File: src/rtl/rtc_irq_pkg.sv
// Package: shared constants and address encoding for the RTC flag controller.
// Assumes an 8-bit status layout with the summary flag on top and the three
// event flags directly below it.
package rtc_irq_pkg;
    localparam int NFLAG    = 3;  // periodic, alarm, update
    localparam int FLAG_LSB = 4;  // event flags live in bits 6:4
    localparam int IRQF_BIT = 7;  // summary interrupt flag
    localparam int SQWE_BIT = 3;  // square-wave enable in the control byte
    localparam int PF_IDX   = 2;  // index of the periodic flag in the flag vector
    localparam int AF_IDX   = 1;
    localparam int UF_IDX   = 0;

    typedef enum logic [1:0] {
        ADDR_CTRL  = 2'd0,
        ADDR_STAT  = 2'd1,
        ADDR_VALID = 2'd2,
        ADDR_SPARE = 2'd3
    } reg_addr_e;
endpackage

File: src/rtl/rtc_flag_bank.sv
// Module: pending event flags plus the summary interrupt flag.
// Each event latches its own flag; a read clears all flags unless an event
// arrives in the same cycle. A control write re-evaluates the summary flag
// against the new enables; otherwise enabled events set it.
// Assumes control writes and events are not applied in the same cycle.
module rtc_flag_bank #(
    parameter int NFLAG = 3
) (
    input  logic             clk,
    input  logic             rst_n,
    input  logic [NFLAG-1:0] ev_i,
    input  logic [NFLAG-1:0] en_q_i,
    input  logic             en_wr_i,
    input  logic [NFLAG-1:0] en_new_i,
    input  logic             rd_i,
    output logic [NFLAG-1:0] fl_o,
    output logic             irqf_o
);
    logic [NFLAG-1:0] fl_n;
    logic             irqf_n;

    for (genvar g = 0; g < NFLAG; g++) begin : g_flag
        // Next value of one flag: kept unless read, then OR in its event.
        always_comb fl_n[g] = (rd_i ? 1'b0 : fl_o[g]) | ev_i[g];

        // Register one pending flag.
        always_ff @(posedge clk) begin
            if (!rst_n) fl_o[g] <= 1'b0;
            else        fl_o[g] <= fl_n[g];
        end

        assert_event_sets_flag_R1: assert property (@(posedge clk) disable iff (!rst_n)
            ev_i[g] |=> fl_o[g]);
    end

    // Summary flag: control write re-evaluates, otherwise enabled events add.
    always_comb begin
        if (en_wr_i) irqf_n = |(en_new_i & fl_n);
        else         irqf_n = (rd_i ? 1'b0 : irqf_o) | (|(ev_i & en_q_i));
    end

    // Register the summary flag.
    always_ff @(posedge clk) begin
        if (!rst_n) irqf_o <= 1'b0;
        else        irqf_o <= irqf_n;
    end

    assert_write_reeval_R4: assert property (@(posedge clk) disable iff (!rst_n)
        en_wr_i && (ev_i == '0) |=> irqf_o == |($past(en_new_i) & fl_o));
    assert_write_clears_R5: assert property (@(posedge clk) disable iff (!rst_n)
        en_wr_i && (ev_i == '0) && ((en_new_i & fl_o) == '0) && !rd_i |=> !irqf_o);
endmodule

File: src/rtl/rtc_sqw_pulse.sv
// Module: one-cycle square-wave pulse on each tick while enabled.
// Assumes the tick is already a single-cycle strobe.
module rtc_sqw_pulse (
    input  logic clk,
    input  logic rst_n,
    input  logic tick_i,
    input  logic sqwe_i,
    output logic sqw_o
);
    // Register the pulse so it follows the tick by one cycle.
    always_ff @(posedge clk) begin
        if (!rst_n) sqw_o <= 1'b0;
        else        sqw_o <= tick_i & sqwe_i;
    end

    assert_pulse_on_tick_R3: assert property (@(posedge clk) disable iff (!rst_n)
        tick_i && sqwe_i |=> sqw_o);
    assert_no_pulse_idle_R3: assert property (@(posedge clk) disable iff (!rst_n)
        !tick_i |=> !sqw_o);
endmodule

File: src/rtl/rtc_coalesce_ctr.sv
// Module: lost-tick bookkeeping for slew mode.
// Counts raised ticks that were not acknowledged in their own cycle, pays one
// back on each acknowledge between ticks, and counts reinjections up to a
// limit; a raised tick at or above the limit restarts that count.
// Assumes ack_i in a tick cycle means the tick was delivered.
module rtc_coalesce_ctr #(
    parameter int CNT_W       = 8,
    parameter int REINJ_LIMIT = 4,
    localparam int RW         = $clog2(REINJ_LIMIT + 1)
) (
    input  logic             clk,
    input  logic             rst_n,
    input  logic             slew_i,
    input  logic             tick_i,
    input  logic             raise_i,
    input  logic             ack_i,
    output logic [CNT_W-1:0] coal_o,
    output logic [RW-1:0]    reinj_o
);
    localparam logic [CNT_W-1:0] COAL_MAX = '1;
    localparam logic [RW-1:0]    LIM      = RW'(REINJ_LIMIT);

    logic lost;
    logic repay;

    // Classify this cycle: undelivered tick, or a reinjection acknowledge.
    always_comb begin
        lost  = slew_i && raise_i && !ack_i;
        repay = slew_i && ack_i && !tick_i && (coal_o != '0);
    end

    // Coalesced tick counter, saturating.
    always_ff @(posedge clk) begin
        if (!rst_n)                             coal_o <= '0;
        else if (lost && coal_o != COAL_MAX)    coal_o <= coal_o + 1'b1;
        else if (repay)                         coal_o <= coal_o - 1'b1;
    end

    // Reinjection counter: restarts on a raised tick once at the limit.
    always_ff @(posedge clk) begin
        if (!rst_n)                             reinj_o <= '0;
        else if (slew_i && raise_i && reinj_o >= LIM) reinj_o <= '0;
        else if (repay && reinj_o < LIM)        reinj_o <= reinj_o + 1'b1;
    end

    assert_coal_inc_R7: assert property (@(posedge clk) disable iff (!rst_n)
        lost && coal_o != COAL_MAX |=> coal_o == $past(coal_o) + 1'b1);
    assert_coal_hold_R7: assert property (@(posedge clk) disable iff (!rst_n)
        !slew_i |=> $stable(coal_o));
    assert_reinj_wrap_R8: assert property (@(posedge clk) disable iff (!rst_n)
        slew_i && raise_i && reinj_o >= LIM |=> reinj_o == '0);
    assert_reinj_bound_R8: assert property (@(posedge clk) disable iff (!rst_n)
        1'b1 |-> reinj_o <= LIM);
endmodule

File: src/rtl/rtc_irq_flags.sv
// Module: top of the RTC periodic interrupt flag controller.
// Decodes register writes, holds the enable bits, and ties together the flag
// bank, the square-wave pulse and the slew-mode counters. Only control writes
// have an effect; the status, validity and spare addresses are read-only here.
module rtc_irq_flags
    import rtc_irq_pkg::*;
#(
    parameter int CNT_W       = 8,
    parameter int REINJ_LIMIT = 4,
    localparam int RW         = $clog2(REINJ_LIMIT + 1)
) (
    input  logic             clk,
    input  logic             rst_n,
    input  logic             tick_i,
    input  logic             alarm_i,
    input  logic             upd_i,
    input  logic             reg_wr_i,
    input  logic [1:0]       reg_addr_i,
    input  logic [7:0]       reg_wdata_i,
    input  logic             stat_rd_i,
    input  logic             slew_i,
    input  logic             ack_i,
    output logic             irq_o,
    output logic             sqw_o,
    output logic [7:0]       stat_o,
    output logic [CNT_W-1:0] coal_cnt_o,
    output logic [RW-1:0]    reinj_cnt_o
);
    logic [NFLAG-1:0] en_q;
    logic [NFLAG-1:0] en_new;
    logic [NFLAG-1:0] ev;
    logic [NFLAG-1:0] fl;
    logic             sqwe_q;
    logic             ctl_wr;
    logic             irqf;
    logic             raise;
    logic             wdata_unused;

    // Decode the control write and collect the event strobes.
    always_comb begin
        ctl_wr         = reg_wr_i && (reg_addr_e'(reg_addr_i) == ADDR_CTRL);
        en_new         = reg_wdata_i[FLAG_LSB +: NFLAG];
        ev             = '0;
        ev[PF_IDX]     = tick_i;
        ev[AF_IDX]     = alarm_i;
        ev[UF_IDX]     = upd_i;
        raise          = tick_i && en_q[PF_IDX];
    end

    assign wdata_unused = ^{reg_wdata_i[7], reg_wdata_i[2:0]};

    // Enable register: replaced on every control write.
    always_ff @(posedge clk) begin
        if (!rst_n) begin
            en_q   <= '0;
            sqwe_q <= 1'b0;
        end else if (ctl_wr) begin
            en_q   <= en_new;
            sqwe_q <= reg_wdata_i[SQWE_BIT];
        end
    end

    rtc_flag_bank #(.NFLAG(NFLAG)) i_flag_bank (
        .clk      (clk),
        .rst_n    (rst_n),
        .ev_i     (ev),
        .en_q_i   (en_q),
        .en_wr_i  (ctl_wr),
        .en_new_i (en_new),
        .rd_i     (stat_rd_i),
        .fl_o     (fl),
        .irqf_o   (irqf)
    );

    rtc_sqw_pulse i_sqw_pulse (
        .clk    (clk),
        .rst_n  (rst_n),
        .tick_i (tick_i),
        .sqwe_i (sqwe_q),
        .sqw_o  (sqw_o)
    );

    rtc_coalesce_ctr #(.CNT_W(CNT_W), .REINJ_LIMIT(REINJ_LIMIT)) i_coalesce (
        .clk     (clk),
        .rst_n   (rst_n),
        .slew_i  (slew_i),
        .tick_i  (tick_i),
        .raise_i (raise),
        .ack_i   (ack_i),
        .coal_o  (coal_cnt_o),
        .reinj_o (reinj_cnt_o)
    );

    // Assemble the status byte and drive the line.
    always_comb begin
        stat_o                     = '0;
        stat_o[IRQF_BIT]           = irqf;
        stat_o[FLAG_LSB +: NFLAG]  = fl;
        irq_o                      = irqf;
    end

    assert_pie_tick_irq_R2: assert property (@(posedge clk) disable iff (!rst_n)
        tick_i && en_q[PF_IDX] && !ctl_wr |=> irq_o && stat_o[7]);
    assert_ro_write_R6: assert property (@(posedge clk) disable iff (!rst_n)
        reg_wr_i && !ctl_wr && !stat_rd_i && ev == '0 |=> $stable(stat_o) && $stable(irq_o));
    assert_read_clears_R9: assert property (@(posedge clk) disable iff (!rst_n)
        stat_rd_i && ev == '0 && !ctl_wr |=> stat_o == 8'h00 && !irq_o);
    assert_tick_wins_R10: assert property (@(posedge clk) disable iff (!rst_n)
        stat_rd_i && tick_i |=> stat_o[6]);
    assert_alarm_gated_R12: assert property (@(posedge clk) disable iff (!rst_n)
        alarm_i && !tick_i && !upd_i && !en_q[AF_IDX] && !irq_o && !ctl_wr && !stat_rd_i |=> !irq_o);
endmodule

File: config.mk
export PLATFORM = sky130hd
export DESIGN_NAME = rtc_irq_flags
export DESIGN_NICKNAME = d
export VERILOG_FILES = /design/src/rtl/rtc_irq_pkg.sv /design/src/rtl/rtc_flag_bank.sv /design/src/rtl/rtc_sqw_pulse.sv /design/src/rtl/rtc_coalesce_ctr.sv /design/src/rtl/rtc_irq_flags.sv
export SDC_FILE = /design/constraint.sdc
export NUM_CORES = 1
export LEC_CHECK = 0
export ABC_CLOCK_PERIOD_IN_PS = 2200
export BUFFER_PORTS_ARGS = -buffer_cell sky130_fd_sc_hd__buf_2
export CORE_MARGIN = 1.5
export CORE_UTILIZATION = 30
export CTS_BUF_LIST = sky130_fd_sc_hd__clkbuf_16
export DETAILED_ROUTE_END_ITERATION = 10
export PLACE_DENSITY = 0.55
export SLEW_MARGIN = 20
export SYNTH_ARGS = -nofsm -noshare
export SYNTH_HDL_FRONTEND = slang
export SYNTH_SLANG_ARGS = --single-unit
File: constraint.sdc
create_clock -name clk -period 2.2 [get_ports clk]
set_input_delay 0.33 -clock clk [delete_from_list [all_inputs] [get_ports clk]]
set_output_delay 0.33 -clock clk [all_outputs]
set_load 0.05 [all_outputs]
# Word-level counts from Yosys, hierarchy flattened
# Index checks and enable logic that the tools add are counted.
# op_classes
addsub	3
order_cmp	2
n_eq_ne	1
muxes	7
bitwise_logic	8
reduce_logical	18
# ops
op	count
8-bit 2-to-1 mux	2
1-bit logical AND	10
8-bit by 1-bit adder with 8-bit output, second input constant	1
8-bit inequality test, second input constant	1
8-bit nonzero test	1
8-bit by 1-bit subtractor with 8-bit output, second input constant	1
3-bit AND	2
3-bit OR reduction	2
1-bit 2-to-1 mux	5
1-bit bitwise OR	4
3-bit by 1-bit adder with 3-bit output, second input constant	1
3-bit >= comparator, second input constant	1
3-bit < comparator, second input constant	1
1-bit logical NOT	2
2-bit logical NOT	1
2-bit nonzero test	1
2-bit OR reduction	1
1-bit AND	1
1-bit NOT	1
# word_totals
regBits	20
in_bits	19
out_inout_bits	21

# Logic depth before layout (Yosys ltp)
# depth
ltp_word	5
depth_mapped	8

# Modules after synthesis
# From an unflattened synthesis, not the netlist that was laid out.
# unflattened
cells_unflattened	145
hier_area_um2	1276.2
# modules_own_cells
mod	n_inst	cells_per_inst	area_each_um2	seq_area_each_um2
rtc_coalesce_ctr	1	100	847.1	220.2
rtc_irq_flags	1	25	220.2	80.1
rtc_flag_bank	1	18	182.7	80.1
rtc_sqw_pulse	1	2	26.3	20.0

# Worst setup path before layout
# No wires, ideal clock.
# synth_path
kind	reg-to-reg
start	register i_coalesce.coal_o[0]
end	register i_coalesce.coal_o[7]
arrival_time_ns	2.619
required_time_ns	2.136
path_slack_ns	-0.483
path_stages_with_launch	9
path_buffers	0
cell_sequence	dfxtp_1 > nand4_1 > o21ba_2 > inv_2 > ha_1 > a21o_1 > a31o_2 > or4_1 > nand4_1
# synth_between
elab_chain_cells	3
# synth_lines
element	line_no	text
from (decl)	rtc_coalesce_ctr.sv:17	output logic [CNT_W-1:0] coal_o,
from (signal assigned)	rtc_coalesce_ctr.sv:35	else if (lost && coal_o != COAL_MAX) coal_o <= coal_o + 1'b1;
from (signal assigned)	rtc_coalesce_ctr.sv:36	else if (repay) coal_o <= coal_o - 1'b1;
8-bit by 1-bit subtractor with 8-bit output (tied with other cells)	rtc_coalesce_ctr.sv:36	
8-bit 2-to-1 mux (tied with other cells)	rtc_coalesce_ctr.sv:36	
8-bit 2-to-1 mux or 2-bit nonzero test (tied branches)	-	
# Several ways; a longest one is shown, not always the timed one. The select of a mux whose other input is x is not followed.
# A chain may end at the register's enable or synchronous reset.

# Final worst setup path
# layout_path
start	register i_coalesce.coal_o[5]
end	register i_coalesce.coal_o[7]
# Same word-level chain as after synthesis.

==> metrics <==
status finished clean; Rel. slew slack 0.625; final hold violations 0; RSZ-0062 raised after global routing true; Worst R2R Path Depth 8; flop and latch count out of synthesis 20; WL/cell 13.3 µm; max_cap viols 0; Initial Utilization 0.321; ant diodes 0; largest net degree at the start of global routing 15; Via-to-Cell Ratio 5.08; Via Count ~1.3k; Leak Pwr 0.810 nW; Syn Area/Cell 8.69 µm²; buffer count from post-CTS setup fixing 0; setup TNS 0 ps; Seq/Total Area, Yosys 0.334; DRC viols 0; min cycle time layout between 2000 and 2500 ps; Crit Path Category flip-flop to flip-flop; CP Data Arrival Time 2320 ps; FMAX 468 MHz; fin cells approximately 250; Post-synth EDFFs 0; cell depth of the worst min-delay path 3; port bufs 31; Area growth, synth to finish 50.9%; endpoints failing setup 0; Die X-Extent 66.2 µm; CP endpoint kind flip-flop; hold_ws 322 ps; GRT overflow 0; worst skew pair latency roughly 250 ps; Synth cell types 47; RR Startpoint i_coalesce.coal_o[5]; Detail Route Antenna Nets 0; Worst-path clk slew 60 ps; die outline height 66.2 µm; pwr/cell area ~720 nW/µm²; asr flop ratio synth 0; first-pass GRT wire length about 5500 µm; cts hold-fix bufs 0; Ys Warns 0; CTS Buf Count 3; First-pass DRT Iterations 4; vias in the first global route 1295; Post-synth top flop dfxtp_1; GPL Wtd Cong 0.808; initial antenna violation count 0; share of cells above drive strength 1 0.439; Post-Route Utilization 0.484; GRT Util Overall 0.160; post-CTS sizing 1; Max Slew Vio Count 0; DIE AREA around 4400 µm²; row cnt 22; cell count after placement about 240; fin crit share 0.971; Placeable Area 3740 µm²; Hold Crit Endpoint i_flag_bank.fl_o[0]; starting DRC count in detailed routing 40; hpwl dp about 2600 µm; Worst VDD drop 0.362 mV; FF-to-FF End i_coalesce.coal_o[7]; worst path required time about 2400 ps; root buf cell clkbuf_16; H-tree depth 1; Worst-Margin Slew 560 ps; clock buffer depth 2; Hold Crit Class input port to flip-flop; Routed WL about 3300 µm; clk sinks 20; crit-path max FO 9; Critical Path Source Type flip-flop; Nets 226; Syn Inst Count 138; Total Power 1.30 mW; I/O Pins 40; Synth Cell Area 1200 µm²; CTS tree built; r2r setup slk 60 ps; Worst Clk Skew 3.07 ps; beginning of the worst hold path upd_i; Worst Setup SP i_coalesce.coal_o[5]
==> synthesized netlist by cell type (2+ instances only) <==
master    instances  area (µm²)
mux2i_1           5        50.1
ha_1              7        87.6
nand3_1           6        30.0
nor3b_1           2        15.0
a211oi_1          2        15.0
o21ai_0          10        50.1
nor4_1            2        12.5
nor2_1           13        48.8
a21oi_1          10        50.1
buf_4             5        37.5
nor3_1            6        30.0
dfxtp_1          20         400
a21o_1            3        22.5
nor2b_1           4        25.0
nand2_1           3        11.3
nand4_1           6        37.5
inv_1             3        11.3
and3_1            2        12.5
==> logic make-up after synthesis <==
| kind of cell | share of synthesized area |
|---|---|
| adder cells (fa/ha/maj) | 0.0897 |
| flip-flops | 0.334 |
| multiplexers | 0.0417 |
| buffers and inverters | 0.0500 |
| AND/OR/NAND/NOR | 0.245 |
| XOR/XNOR | 0.0146 |
| other | 0.00313 |
| AO/OA/AOI/OAI | 0.222 |
==> stage by stage <==
| stage | setup slack, ps | cell area, µm² |
|---|---|---|
| 2_1_floorplan | -8.23 | 1310 |
| 3_3_place_gp | -118 | 1700 |
| 3_5_place_dp | -161 | 1700 |
| 4_1_cts | 19.0 | 1810 |
| 5_1_grt | -62.0 | 1810 |
| 6_report | 63.3 | 1810 |
==> worst max-delay path by stage <==
stage / to / slack, ps / cells past startpoint
after global placement: i_coalesce.coal_o[6] / -120 / 9
final: i_coalesce.coal_o[7] / 60 / 8
after detailed placement: i_coalesce.coal_o[6] / -160 / 9
after floorplan: i_coalesce.coal_o[7] / -8 / 8
after global routing: i_coalesce.coal_o[7] / -60 / 8
after CTS: i_coalesce.coal_o[4] / 20 / 9
==> report_power, final <==
part	total [mW]	switching [mW]	internal, mW
logic	0.414	0.241	0.174
registers	0.397	0.0134	0.383
clock network	0.490	0.130	0.360
total	1.30	0.384	0.918
==> cell usage in the layout (no fill, tap or decap), types with 2 or more instances in the layout <==
master,instances
nand3_1,6
conb_1,4
nand4_1,6
buf_2,31
nor2b_1,4
a21oi_1,9
dfxtp_1,11
nand2_1,3
dfxtp_4,8
ha_1,3
nor4_1,2
nor3b_1,2
mux2i_1,5
a21oi_2,2
clkbuf_16,3
buf_4,29
nor3_1,6
a21o_1,3
and3_1,2
o21ai_0,10
ha_4,4
nor2_1,13
inv_1,3
==> layer usage <==
metal	vias up	track usage	share of wire
met2	35	0.275	0.47
met5	-	0	0
met4	0	0.0791	0.027
met3	8	0.0221	0.038
met1	565	0.195	0.47
li1	642	-	-
==> worst max-delay path, stage by stage (launching register included) <==
cell and delay [ps]:
dfxtp_4 340, nand4_1 130, o21ba_4 270, inv_8 110, ha_4 210, a21o_1 170
a31o_2 270, or4_1 460, nand4_1 100
==> state kept, by name, summed over array words and instances (netlist names) <==
register,flops
i_flag_bank.irqf_o,1
i_flag_bank.fl_o,3
i_coalesce.coal_o,8
i_sqw_pulse.sqw_o,1
sqwe_q,1
i_coalesce.reinj_o,3
en_q,3
==> final cells by class <==
class	count	area, µm²
multi-input cells	110	818
well taps	48	60.1
inverters	4	22.5
repair buffers	60	373
clock inverters	1	30.0
fillers	355	1930
flip-flops and latches	20	432
clock buffers	3	75.1
No activity file was read; power rests on OpenSTA's default activity.
